[src/rtl/bar_pkg.sv]
package bar_pkg;

  localparam logic [5:0] CMD_WORD = 6'd1;
  localparam logic [5:0] BAR_WORD0 = 6'd4;
  localparam logic [5:0] ROM_WORD = 6'd12;

  function automatic logic [5:0] slot_word(input int idx, input int nbars);
    if (idx == nbars) return ROM_WORD;
    return BAR_WORD0 + 6'(idx);
  endfunction

  typedef struct packed {
    logic [31:0] first;
    logic [31:0] last;
    logic        valid;
  } window_t;

endpackage

[src/rtl/bar_cfg_store.sv]
module bar_cfg_store
  import bar_pkg::*;
#(
  parameter int NUM_BARS = 6,
  parameter logic [NUM_BARS:0][31:0] SIZES = '0
) (
  input  logic                      clk,
  input  logic                      rst,
  input  logic                      wr_en,
  input  logic [5:0]                wr_word,
  input  logic [3:0]                be,
  input  logic [31:0]               wdata,
  input  logic [5:0]                rd_word,
  output logic [31:0]               rdata,
  output logic [NUM_BARS:0][31:0]   base_q,
  output logic                      io_en_q,
  output logic                      mem_en_q
);

  localparam int NREG = NUM_BARS + 1;

  logic [31:0] rd_mux;

  always_comb begin
    rd_mux = '0;
    if (rd_word == CMD_WORD) rd_mux = {30'd0, mem_en_q, io_en_q};
    for (int i = 0; i < NREG; i++) begin
      if (rd_word == slot_word(i, NUM_BARS)) rd_mux = base_q[i];
    end
  end

  always_ff @(posedge clk) begin
    if (rst) begin
      base_q   <= '0;
      io_en_q  <= 1'b0;
      mem_en_q <= 1'b0;
      rdata    <= '0;
    end else begin
      rdata <= rd_mux;
      if (wr_en) begin
        if (wr_word == CMD_WORD && be[0]) begin
          io_en_q  <= wdata[0];
          mem_en_q <= wdata[1];
        end
        if (be == 4'hF) begin
          for (int i = 0; i < NREG; i++) begin
            if (wr_word == slot_word(i, NUM_BARS)) begin
              if (i == NUM_BARS)
                base_q[i] <= wdata & (~(SIZES[i] - 32'd1) | 32'd1);
              else
                base_q[i] <= wdata & ~(SIZES[i] - 32'd1);
            end
          end
        end
      end
    end
  end

endmodule

[src/rtl/bar_window_eval.sv]
module bar_window_eval
  import bar_pkg::*;
#(
  parameter logic [31:0] SIZE   = 32'h10,
  parameter bit          IS_IO  = 1'b0,
  parameter bit          IS_ROM = 1'b0
) (
  input  logic        clk,
  input  logic        rst,
  input  logic [31:0] base,
  input  logic        io_en,
  input  logic        mem_en,
  output window_t     win
);

  localparam logic [32:0] IO_LIMIT = 33'h1_0000;

  logic [31:0] start;
  logic [32:0] last_ext;
  logic        space_en;
  logic        rom_ok;
  logic        range_ok;

  always_comb begin
    start    = base & ~(SIZE - 32'd1);
    last_ext = {1'b0, start} + {1'b0, SIZE} - 33'd1;
    space_en = IS_IO ? io_en : mem_en;
    rom_ok   = IS_ROM ? base[0] : 1'b1;
    if (IS_IO)
      range_ok = !last_ext[32] && (last_ext < IO_LIMIT) && (last_ext[31:0] > start);
    else
      range_ok = !last_ext[32] && (last_ext[31:0] > start);
  end

  always_ff @(posedge clk) begin
    if (rst) begin
      win <= '0;
    end else begin
      win.first <= start;
      win.last  <= last_ext[31:0];
      win.valid <= space_en && rom_ok && range_ok && (SIZE != 32'd0) && (start != 32'd0);
    end
  end

endmodule

[src/rtl/bar_hit_match.sv]
module bar_hit_match
  import bar_pkg::*;
#(
  parameter bit IS_IO = 1'b0
) (
  input  logic        clk,
  input  logic        rst,
  input  window_t     win,
  input  logic        acc_valid,
  input  logic        acc_is_io,
  input  logic [31:0] acc_addr,
  output logic        hit
);

  always_ff @(posedge clk) begin
    if (rst) begin
      hit <= 1'b0;
    end else begin
      hit <= acc_valid && (acc_is_io == IS_IO) && win.valid &&
             (acc_addr >= win.first) && (acc_addr <= win.last);
    end
  end

endmodule

[src/rtl/bar_decode_unit.sv]
module bar_decode_unit
  import bar_pkg::*;
#(
  parameter int NUM_BARS = 6,
  parameter logic [NUM_BARS:0][31:0] REGION_SIZE = {
    32'h0001_0000, 32'h0, 32'h4, 32'h0010_0000, 32'h100, 32'h1000, 32'h10},
  parameter logic [NUM_BARS-1:0] REGION_IS_IO = 6'b010101
) (
  input  logic                 clk,
  input  logic                 rst,
  input  logic                 cfg_wr_en,
  input  logic [5:0]           cfg_wr_word,
  input  logic [3:0]           cfg_be,
  input  logic [31:0]          cfg_wdata,
  input  logic [5:0]           cfg_rd_word,
  output logic [31:0]          cfg_rdata,
  input  logic                 acc_valid,
  input  logic                 acc_is_io,
  input  logic [31:0]          acc_addr,
  output logic [NUM_BARS:0]    region_active,
  output logic [NUM_BARS:0]    region_hit
);

  localparam int NREG = NUM_BARS + 1;

  logic [NUM_BARS:0][31:0] base_q;
  logic                    io_en_q;
  logic                    mem_en_q;
  window_t                 win [NREG];

  bar_cfg_store #(.NUM_BARS(NUM_BARS), .SIZES(REGION_SIZE)) u_store (
    .clk      (clk),
    .rst      (rst),
    .wr_en    (cfg_wr_en),
    .wr_word  (cfg_wr_word),
    .be       (cfg_be),
    .wdata    (cfg_wdata),
    .rd_word  (cfg_rd_word),
    .rdata    (cfg_rdata),
    .base_q   (base_q),
    .io_en_q  (io_en_q),
    .mem_en_q (mem_en_q)
  );

  for (genvar g = 0; g < NREG; g++) begin : g_region
    localparam bit G_ROM = (g == NUM_BARS);
    localparam bit G_IO  = G_ROM ? 1'b0 : REGION_IS_IO[g];

    bar_window_eval #(.SIZE(REGION_SIZE[g]), .IS_IO(G_IO), .IS_ROM(G_ROM)) u_win (
      .clk    (clk),
      .rst    (rst),
      .base   (base_q[g]),
      .io_en  (io_en_q),
      .mem_en (mem_en_q),
      .win    (win[g])
    );

    bar_hit_match #(.IS_IO(G_IO)) u_hit (
      .clk       (clk),
      .rst       (rst),
      .win       (win[g]),
      .acc_valid (acc_valid),
      .acc_is_io (acc_is_io),
      .acc_addr  (acc_addr),
      .hit       (region_hit[g])
    );

    assign region_active[g] = win[g].valid;
  end

endmodule

[config.mk]
export PLATFORM = sky130hd
export DESIGN_NAME = bar_decode_unit
export DESIGN_NICKNAME = d
export VERILOG_FILES = /design/src/rtl/bar_pkg.sv /design/src/rtl/bar_cfg_store.sv /design/src/rtl/bar_window_eval.sv /design/src/rtl/bar_hit_match.sv /design/src/rtl/bar_decode_unit.sv
export SDC_FILE = /design/constraint.sdc
export NUM_CORES = 1
export LEC_CHECK = 0
export ABC_AREA = 1
export BUFFER_PORTS_ARGS = -buffer_cell sky130_fd_sc_hd__buf_4
export CAP_MARGIN = 25
export CORE_MARGIN = 2
export CORE_UTILIZATION = 45
export CTS_CLUSTER_SIZE = 24
export DETAILED_ROUTE_END_ITERATION = 8
export PLACE_DENSITY = 0.61
export REMOVE_ABC_BUFFERS = 1
export SYNTH_ARGS = -nofsm -noshare
export SYNTH_HDL_FRONTEND = slang
export SYNTH_SLANG_ARGS = --single-unit
[constraint.sdc]
create_clock -name clk -period 2.2 [get_ports clk]
set_input_delay 0.22 -clock clk [delete_from_list [all_inputs] [get_ports clk]]
set_output_delay 0.22 -clock clk [all_outputs]
set_load 0.03 [all_outputs]
## Word level (Yosys, flattened, before mapping)

Index checks and enable logic that the tools add are counted.

| word-level totals | value |
|---|---|
| flip-flop bits (word level) | 627 |
| input port bits | 85 |
| output and inout bits | 46 |
| word-level logic and storage cells | 181 |

| operators by class | value |
|---|---|
| $add $sub $neg | 12 |
| $lt $le $gt $ge | 23 |
| equality and inequality tests | 16 |
| muxes and demuxes | 16 |
| bitwise gates (word level) | 2 |
| reduce and logical (&&, ||, !) cells | 67 |

Operators with widths:

| cell | count |
|---|---|
| $ge A32 B32 Y1 | 7 |
| $le A32 B32 Y1 | 7 |
| $mux W32 | 7 |
| $sub A33 B1 Y33 const B | 6 |
| $gt A32 B32 Y1 | 6 |
| $reduce_bool A32 Y1 | 6 |
| $lt A33 B17 Y1 const B | 3 |
| $eq A6 B3 Y1 const B | 8 |
| $logic_and A1 B1 Y1 | 46 |
| $add A32 B13 Y33 const B | 1 |
| $add A32 B17 Y33 const B | 1 |
| $add A32 B21 Y33 const B | 1 |
| $add A32 B3 Y33 const B | 1 |
| $add A32 B5 Y33 const B | 1 |
| $add A32 B9 Y33 const B | 1 |
| $mux W33 | 1 |
| $eq A6 B4 Y1 const B | 4 |
| $mux W6 | 3 |
| $reduce_and A3 Y1 | 6 |
| $eq A6 B1 Y1 const B | 2 |
| $reduce_or A9 Y1 | 1 |
| $eq A6 B6 Y1 | 1 |
| $logic_not A1 Y1 | 6 |
| $eq A4 B4 Y1 const B | 1 |
| other kinds (6) | 9 |

## Longest topological paths before layout

Gate-level depths: netlist of the first run.

| logic depth | value |
|---|---|
| word-level depth | 10 |
| gate-level depth with buffers | 14 |
| gate-level depth less buffers | 14 |

## Modules after synthesis

From an unflattened synthesis of the first run, not the netlist that was laid out.

| second synthesis, totals | value |
|---|---|
| cells, all modules | 3926 |
| area, all modules | 26568.0 sq um |

By module, submodules not included:

| module | instances | cells each | area each (sq um) | sequential area each (sq um) |
|---|---|---|---|---|
| bar_cfg_store | 1 | 1036 | 7368.3 | 3303.2 |
| bar_hit_match (g_region[1].u_hit ...) | 4 | 286 | 1755.4 | 20.0 |
| bar_hit_match (g_region[0].u_hit ...) | 3 | 286 | 1757.9 | 20.0 |
| bar_window_eval (g_region[4].u_win) | 1 | 166 | 1276.2 | 640.6 |
| bar_window_eval (g_region[0].u_win) | 1 | 157 | 1232.4 | 600.6 |
| bar_window_eval (g_region[2].u_win) | 1 | 146 | 1131.1 | 520.5 |
| bar_window_eval (g_region[1].u_win) | 1 | 131 | 1014.7 | 440.4 |
| bar_window_eval (g_region[6].u_win) | 1 | 117 | 927.1 | 360.3 |
| bar_window_eval (g_region[3].u_win) | 1 | 104 | 814.5 | 280.3 |
| bar_window_eval (g_region[5].u_win) | 1 | 67 | 508.0 | 20.0 |

## Worst setup path before layout of the first run

No wires, ideal clock.

| timing path | value |
|---|---|
| path type | register to register |
| from | register g_region[4].u_win.win[2] (netlist name) |
| to | register g_region[3].u_hit.hit |
| library setup time | 70 ps |
| arrival | 1580 ps |
| data required time | 2130 ps |
| path slack | 550 ps |
| cell stages (with the launch flop) | 11 |
| buffers on the path | 0 |
| period minus slack after synthesis | 1650 ps |
| cell sequence | dfxtp_1 > inv_1 > ha_1 > nand2_1 > inv_1 > nand2_1 > inv_1 > nand2_1 > nor4_1 > nand2_1 > a21oi_1 |

RTL lines:

| item | line | text |
|---|---|---|
| end signal: assignment | bar_hit_match.sv:19 | `hit <= acc_valid && (acc_is_io == IS_IO) && win.valid &&` |
| end: declaration | bar_hit_match.sv:12 | `output logic hit` |

==> flow_summary.toml, run 1 <==
[worst_setup_path]
setup.reg_to_reg.worst_slack_ps = 240
crit_buf_inv = 4
start_kind = "flop"
reg2regPathDepth = 11
endpoint_kind = "flop"
crit_type = "reg2reg"
cp_max_fo = 17
r2r-end = "g_region[3].u_hit.hit"
crit_family = "simple AND/OR/NAND/NOR gates"
cpPeakStageDelay_ps = 380
critical_path_required_ps = 2640
arrival_ps = 2400
worstPathCellList = "clkinvlp_4 > buf_12 > ha_1 > nand2_1 > inv_1 > nand2_1 > inv_1 > nand2_1 > nor4_1 > nand2_1 > a21oi_1"
critPathMostFrequentCell = "nand2_1"
slowest_stage = "dfxtp_1"
reg2reg_from = "g_region[4].u_win.win[2]"

[placed_design]
hpwl_microns = 35800
gp_congestion = 0.928
port-buffer-count = 128
placed_cell_area_sq_mm = 0.0167

[global_route]
use_met1_pct = 36.6
grt_pass1_vias = 12800
grt_max_degree = 122
use_met2_pct = 42.5
gr-usage-all-layers_pct = 26.2
grt_busiest_layer = "met2"
antenna_found_initial = 1
grt-ovfl-total = 0
grt_pass1_wl_microns = 71900
grtUsageMet3_pct = 4.02

[final_layout]
seq_area_sq_mm = 0.00617
area_delta_synth_final_pct = 18.5
drive_gt1_share_pct = 11.8
diodes = 0
multiInputGateArea_sq_mm = 0.00723
stdcell_area_sq_mm = 0.0181
num-fill-cells = 3227
layout.nets = 2412

[power_and_ir_drop]
vdd_drop_max_mv = 0.460
p_leak_uw = 0.00776
seqPwrFrac_pct = 44.5
p_sw_uw = 3010
p_per_area_mw_per_mm2 = 693
internal-power_uw = 9550
switching_share_pct = 24.0
clkPwrFrac_pct = 47.3
comb_power_share_pct = 8.2

[sta]
hold_violations = 0
fin_worst_skew_ps = 14.0
slew_headroom_pct = 53.3
setup_tns_ps = 0
period_needed_ps = 1960
rsz0062_at_grt = "no"
max_freq_mhz = 510
finalSetupViolCount = 0
fin_crit_sh_pct = 89.2
final_max_slew_viol_count = 0
worst_pin_slew_ps = 695

[yosys]
synth_enable_flop_cells = 0
syn_inst = 2032
post_synth_num_cell_types = 40
yosysMostFrequentCell = "inv_1"
synth_commonest_cells = "394 x inv_1, 308 x dfxtp_1, 295 x nand2_1"
synth_top_cell_by_area = "dfxtp_1"
synthArstFlopShare_pct = 0
synth-seq-cells = 308
syn_area_sq_mm = 0.0153
ys_seq_area_share_pct = 40.3
synth.area.top_cells = "dfxtp_1 40%, ha_1 13%, inv_1 9.7%"
ys_warn_count = 0
avgSynthCellArea_sq_um = 7.52
synth_flop_cell = "dfxtp_1"
yosysTopAreaCellShare_pct = 40.3

[clock_tree]
ctsRootBufferMaster = "clkbuf_16"
clk_latency_ps = 520
cts-buffers-inserted = 36
clock_path_buffers = 3
cts_tree = "yes"
clk_pin_slew_ps = 60
clock_sinks = 308
cts_max_level = 2

[min_path]
min_from = "cfg_wdata[11]"
hold_class = "in2reg"
hold_depth = 3
min_to = "u_store.base_q[75]"

[outcome]
status = "complete, no violations"

[run]
cap_violations = 0

[routing]
dr.pass1.iters = 5
drc_errors = 0
wl_microns = 46600
wire_per_inst_microns = 17.6
avgViaCountPerCell = 5.10
dr_total_vias = 13500
drt_iter0_drc = 1118
ant_nets = 0

[floorplan]
ioPinCount = 131
fp.dieH_microns = 188
fp-row-count = 67
start_util_pct = 45.6
dieArea_sq_mm = 0.0355
dieWidth_microns = 188
core_area_sq_mm = 0.0335
==> tightest hold or removal path: stages <==
cell     delay (ps)
buf_4            90
o21ai_0          70
a21oi_1         110
==> metrics by stage <==
stage | total power [uW] | hold WS, ps | util [%] | setup WS (ps) | instances
finish | 12600 | 8.02 | 54.0 | 238 | 2643
global placement | 6670 | 452 | 49.8 | 249 | 2556
floorplan | 6200 | 289 | - | -360 | 1953
CTS | 12600 | 0.609 | 53.9 | 110 | 2641
detailed placement | 6690 | 458 | 49.8 | 141 | 2556
global route | 13000 | 4.59 | 54.0 | 31.9 | 2643
==> power by group through the flow <==
stage | clock, uW | sequential, uW | combinational, uW
after global placement | 0 | 5710 | 960
after CTS | 6030 | 5590 | 1020
after global routing | 6280 | 5580 | 1160
final | 5940 | 5590 | 1030
after floorplan | 0 | 5710 | 491
after detailed placement | 0 | 5710 | 982
==> flip-flops by register name, summed over array words and instances, names as in the netlist <==
| name | count |
|---|---|
| g_region.u_hit.hit | 6 |
| u_store.mem_en_q | 1 |
| u_store.rdata | 32 |
| u_store.base_q | 131 |
| u_store.io_en_q | 1 |
| g_region.u_win.win | 137 |
==> final cells by class <==
type | instances | area share [%]
flip-flops and latches | 308 | 34.0
clock buffers | 49 | 5.58
inverters | 397 | 8.25
well taps | 448 | 3.09
multi-input cells | 1248 | 39.9
clock inverters | 13 | 0.856
repair buffers | 180 | 8.28
==> cell usage in the layout (no fill, tap or decap), types with 6 or more instances in the layout <==
cell / n
inv_1: 392
clkbuf_16: 37
dlygate4sd3_1: 23
dfxtp_1: 308
buf_4: 149
o21ai_0: 138
nand2_1: 294
a41oi_1: 7
ha_1: 156
nor4_1: 22
o21a_1: 6
o211ai_1: 7
buf_12: 7
nand3_1: 42
o22ai_1: 17
nand4_1: 25
a21oi_1: 194
nor2_1: 261
nor3_1: 13
a211oi_2: 30
clkbuf_1: 8
==> worst max path at each step <==
stage	from	endpoint	slack, ps	depth (start not counted)
2_1_floorplan	cfg_wr_word[5]	u_store.base_q[130]	-360	6
3_3_place_gp	g_region[4].u_win.win[2]	g_region[6].u_hit.hit	250	10
3_5_place_dp	g_region[4].u_win.win[2]	g_region[3].u_hit.hit	140	10
4_1_cts	g_region[4].u_win.win[2]	g_region[3].u_hit.hit	110	10
5_1_grt	g_region[4].u_win.win[2]	g_region[3].u_hit.hit	30	11
6_report	g_region[4].u_win.win[2]	g_region[3].u_hit.hit	240	11
==> cells by family after synthesis <==
kind of cell	share of synthesized area, %
DFF	40.3
adders and majority gates	12.8
other	0.0245
buffers and inverters	12.4
AOI/OAI and AO/OA	15.7
and+or+nand+nor	18.7
==> layer usage <==
layer	up-vias	wire, microns
met5	-	13
met4	2	960
met3	56	3340
met2	426	20900
met1	6220	21400
li1	6764	-
==> timing repair <==
action / CTS / global route
hold buffers: 23 / 0
endpoints found under the hold margin: 28 / 0
buffers inserted: 0 / 2
setup endpoints to repair: 0 / 4
gates resized for setup: 0 / 1
Power figures use the tool's default switching activity.
==> run 2: changes to the inputs <==
--- a/config.mk
+++ b/config.mk
@@ -6,6 +6,7 @@
 export NUM_CORES = 1
 export LEC_CHECK = 0
 export ABC_AREA = 1
+export ABC_CLOCK_PERIOD_IN_PS = 2290
 export BUFFER_PORTS_ARGS = -buffer_cell sky130_fd_sc_hd__buf_4
 export CAP_MARGIN = 25
 export CORE_MARGIN = 2
==> constraint.sdc (replaced) <==
create_clock -name clk -period 2.29 [get_ports clk]
set_input_delay 0.229 -clock clk [delete_from_list [all_inputs] [get_ports clk]]
set_output_delay 0.229 -clock clk [all_outputs]
set_load 0.03 [all_outputs]
==> flow_summary.toml, run 2 (synthesis gave the netlist of run 1 again) <==
[outcome]
status = "complete, no violations"

[floorplan]
fp.dieH_microns = 188
ioPinCount = 131
fp-row-count = 67
dieWidth_microns = 188
start_util_pct = 45.6
dieArea_sq_mm = 0.0355
core_area_sq_mm = 0.0335

[final_layout]
num-fill-cells = 3296
multiInputGateArea_sq_mm = 0.00723
seq_area_sq_mm = 0.00617
diodes = 0
area_delta_synth_final_pct = 18.4
stdcell_area_sq_mm = 0.0181
reg_top3 = "g_region.u_win.win x137, u_store.base_q x131, u_store.rdata x32"
drive_gt1_share_pct = 12.1
final_common_cell = "inv_1"
top_register = "g_region.u_win.win"
largest_reg_flops = 137
final_cell_mix = "392 x inv_1, 308 x dfxtp_1, 294 x nand2_1, 261 x nor2_1, 194 x a21oi_1"
layout.nets = 2408

[routing]
drt_iter0_drc = 1090
wl_microns = 46500
avgViaCountPerCell = 5.13
wire_per_inst_microns = 17.6
drc_errors = 0
dr.pass1.iters = 7
ant_nets = 0
dr_total_vias = 13500

[global_route]
gr-usage-all-layers_pct = 26.1
grt_pass1_vias = 12900
grt-ovfl-total = 0
antenna_found_initial = 1
grt_max_degree = 138
grt_pass1_wl_microns = 71900

[worst_setup_path]
setup.reg_to_reg.worst_slack_ps = 210
critPathLaunch = "g_region[4].u_win.win[2]"
crit_type = "reg2reg"
worstPathCellList = "clkinvlp_4 > buf_12 > buf_4 > ha_1 > nand3_1 > nor4_1 > nand2_1 > a21oi_1"
reg2regPathDepth = 8
cpPeakStageDelay_ps = 420
cp_max_fo = 15
crit_end = "g_region[3].u_hit.hit"
crit_family = "simple AND/OR/NAND/NOR gates"
crit_buf_inv = 3
r2r-end = "g_region[3].u_hit.hit"
start_kind = "flop"
critical_path_required_ps = 2730
endpoint_kind = "flop"
slowest_stage = "nor4_1"
worstSetupPathDepth = 8
arrival_ps = 2520
reg2reg_from = "g_region[4].u_win.win[2]"

[sta]
period_needed_ps = 2080
max_freq_mhz = 480
hold_violations = 0
worst_pin_slew_ps = 781
rsz0062_at_grt = "no"
fin_crit_sh_pct = 90.9
final_max_slew_viol_count = 0
slew_headroom_pct = 47.9
setup_ws_ps = 208
fin_worst_skew_ps = 15.7
finalSetupViolCount = 0

[power_and_ir_drop]
p_per_area_mw_per_mm2 = 684
vdd_drop_max_mv = 0.476
p_leak_uw = 0.00778

[placed_design]
pre_cts_slack_ps = 207
gp_congestion = 0.953
port-buffer-count = 128
placed_cell_area_sq_mm = 0.0167
hpwl_microns = 35200

[min_path]
hold_depth = 3
hold_class = "in2reg"

[clock_tree]
clock_path_buffers = 3
cts-buffers-inserted = 37
ctsRootBufferMaster = "clkbuf_16"
clk_latency_ps = 520
clock_sinks = 308
cts_max_level = 2
cts_tree = "yes"
clk_pin_slew_ps = 60

[run]
cap_violations = 0
[run 2: worst min path at each step]
| stage | start | slack, ps | end |
|---|---|---|---|
| 2_1_floorplan | rst | 300 | u_store.rdata[0] |
| 3_3_place_gp | u_store.base_q[143] | 450 | g_region[4].u_win.win[16] |
| 3_5_place_dp | u_store.base_q[15] | 460 | g_region[0].u_win.win[16] |
| 4_1_cts | cfg_wdata[18] | 3 | u_store.base_q[146] |
| 5_1_grt | cfg_wdata[27] | 20 | u_store.base_q[155] |
| 6_report | cfg_wdata[18] | 20 | u_store.base_q[146] |
[run 2: timing repair]
item,in CTS,in global routing
setup endpoints to repair,0,2
hold buffers,16,0
hold endpoints to repair,17,0
setup buffers,0,2
gates resized for setup,0,1
[run 2: area by class of cell]
class	count	share of cell area, %
Multi-Input combinational cell	1248	39.9
Sequential cell	308	34.1
Inverter	397	8.25
Timing Repair Buffer	175	7.78
Clock buffer	50	5.83
Tap cell	448	3.10
Clock inverter	14	1.05
[run 2: power breakdown]
part	leakage [uW]	switching, uW	internal, uW
clock network	0.000614	2350	3690
logic	0.00468	613	363
registers	0.00248	3.16	5360
[run 2: worst reg2reg max path: stages (launching register included)]
cell and delay (ps):
dfxtp_1 390, clkinvlp_4 160, buf_12 180, buf_4 140, ha_1 280, nand3_1 130
nor4_1 420, nand2_1 100, a21oi_1 200
[run 2: per-stage QoR]
stage / hold WS, ps / util (%) / power [uW] / TNS [ps] / cells
2_1_floorplan: 298 / - / 5960 / -8380 / 1953
3_3_place_gp: 453 / 49.7 / 6400 / 0 / 2558
3_5_place_dp: 462 / 49.7 / 6420 / 0 / 2558
4_1_cts: 2.81 / 53.9 / 12500 / 0 / 2638
5_1_grt: 18.9 / 54.0 / 12800 / 0 / 2640
6_report: 17.6 / 54.0 / 12400 / 0 / 2640
[run 2: layer usage]
metal	routed length [microns]	up-vias	part of all wire [%]	track usage (%)
met5	13	-	0.028	0
met4	1010	2	2.2	6.25
met3	2860	70	6.2	3.09
met2	20700	427	45	42.5
met1	21800	6286	47	36.9
li1	-	6760	-	-
==> run 3: changes to the inputs <==
--- a/config.mk
+++ b/config.mk
@@ -15,6 +15,7 @@
 export DETAILED_ROUTE_END_ITERATION = 8
 export PLACE_DENSITY = 0.61
 export REMOVE_ABC_BUFFERS = 1
+export SETUP_SLACK_MARGIN = 0.5
 export SYNTH_ARGS = -nofsm -noshare
 export SYNTH_HDL_FRONTEND = slang
 export SYNTH_SLANG_ARGS = --single-unit
==> flow_summary.toml, run 3 (synthesis gave the netlist of run 1 again) <==
[floorplan]
fp.dieH_microns = 188
start_util_pct = 45.6
dieWidth_microns = 188
dieArea_sq_mm = 0.0355
ioPinCount = 131
core_area_sq_mm = 0.0335
fp-row-count = 67

[final_layout]
final_common_cell = "inv_1"
layout.nets = 2416
seq_area_sq_mm = 0.00617
stdcell_area_sq_mm = 0.0186
top_register = "g_region.u_win.win"
num-fill-cells = 3260
final_cell_mix = "387 x inv_1, 307 x dfxtp_1, 274 x nand2_1, 248 x nor2_1, 183 x a21oi_1"
area_delta_synth_final_pct = 21.7
largest_reg_flops = 137
reg_top3 = "g_region.u_win.win x137, u_store.base_q x131, u_store.rdata x32"
diodes = 0
multiInputGateArea_sq_mm = 0.00764
drive_gt1_share_pct = 15.8

[run]
cap_violations = 0

[sta]
max_freq_mhz = 542
rsz0062_at_grt = "yes"
setup_tns_ps = 0
final_max_slew_viol_count = 0
hold_violations = 0
finalSetupViolCount = 0
period_needed_ps = 1840
worst_pin_slew_ps = 805
fin_crit_sh_pct = 80.5
fin_worst_skew_ps = 17.2
worst_hold_slack_ps = 15.9
setup_ws_ps = 446
slew_headroom_pct = 46.3

[routing]
wire_per_inst_microns = 18.1
dr.pass1.iters = 5
wl_microns = 48000
ant_nets = 0
drt_iter0_drc = 1149
drc_errors = 0
avgViaCountPerCell = 5.19
dr_total_vias = 13700

[clock_tree]
clk_pin_slew_ps = 60
clock_sinks = 308
ctsRootBufferMaster = "clkbuf_16"
cts_max_level = 2
clk_latency_ps = 520
cts_tree = "yes"
clock_path_buffers = 3
cts-buffers-inserted = 37

[placed_design]
placed_cell_area_sq_mm = 0.0167
hpwl_microns = 35200
port-buffer-count = 128
pre_cts_slack_ps = 207
gp_congestion = 0.953

[worst_setup_path]
slowest_stage = "dfxtp_2"
start_kind = "flop"
worstPathCellList = "clkinvlp_4 > buf_12 > buf_6 > ha_4 > nand2_4 > nor4_4 > nand2_1 > a21oi_2"
cp_max_fo = 8
critical_path_required_ps = 2740
endpoint_kind = "flop"
crit_type = "reg2reg"
crit_buf_inv = 3
arrival_ps = 2300
cpPeakStageDelay_ps = 350
crit_family = "simple AND/OR/NAND/NOR gates"

[global_route]
grt_pass1_vias = 12900
antenna_found_initial = 1
grt-ovfl-total = 0
gr-usage-all-layers_pct = 26.1
grt_pass1_wl_microns = 72100
grt_max_degree = 138

[power_and_ir_drop]
internal-power_uw = 9470
switching_share_pct = 24.3
comb_power_share_pct = 8.7
seqPwrFrac_pct = 42.9
vdd_drop_max_mv = 0.474
p_leak_uw = 0.00788
p_per_area_mw_per_mm2 = 672
clkPwrFrac_pct = 48.4
p_sw_uw = 3040

[min_path]
hold_class = "in2reg"

[outcome]
status = "complete, no violations"
[run 3: timing repair]
| action | 4_1_cts | 5_1_grt |
|---|---|---|
| pin swaps | 4 | 33 |
| setup buffers | 4 | 4 |
| setup endpoints to repair | 6 | 6 |
| gates resized for setup | 18 | 74 |
| hold buffers | 16 | 0 |
| cloned | 0 | 2 |
| endpoints found under the hold margin | 17 | 0 |
[run 3: metal layers]
layer | GRT usage [%] | part of all wire [%]
met1 | 36.8 | 46
met2 | 42.4 | 45
met3 | 3.24 | 6.5
met4 | 7.00 | 2.7
met5 | 0 | 0.027
[run 3: power groups by stage]
stage	Sequential [uW]	Clock, uW	Combinational, uW
finish	5370	6050	1090
global route	5360	6330	1220
CTS	5370	6120	984
detailed placement	5480	0	936
global placement	5480	0	916
floorplan	5490	0	472
[run 3: worst reg2reg max path: stages, from the launching register on]
cell,delay (ps)
dfxtp_2,350
clkinvlp_4,160
buf_12,190
buf_6,140
ha_4,270
nand2_4,80
nor4_4,320
nand2_1,110
a21oi_2,150
[run 3: stage by stage]
stage	util, %	power, uW	cells
after floorplan	-	5960	1953
after global placement	49.7	6400	2558
after detailed placement	49.7	6420	2558
after CTS	54.2	12500	2642
after global routing	55.5	12900	2648
final	55.5	12500	2648
[run 3: path summary, 6_finish.rpt]
check | start | endpoint | slack [ps] | cells past startpoint
setup / recovery | g_region[4].u_win.win[2] | g_region[3].u_hit.hit | 450 | 8
hold / removal | cfg_wdata[18] | u_store.base_q[146] | 20 | 3
setup reg to reg | g_region[4].u_win.win[2] | g_region[3].u_hit.hit | 450 | 8
hold reg to reg | u_store.base_q[87] | g_region[2].u_win.win[24] | 470 | 2
[run 3: cell type report]
type	instances	area share [%]
tap	448	3.01
clock buffer	50	5.67
inverter	397	8.04
timing repair buffer	183	8.07
sequential	308	33.1
clock inverter	14	1.02
multi-input combinational	1248	41.1
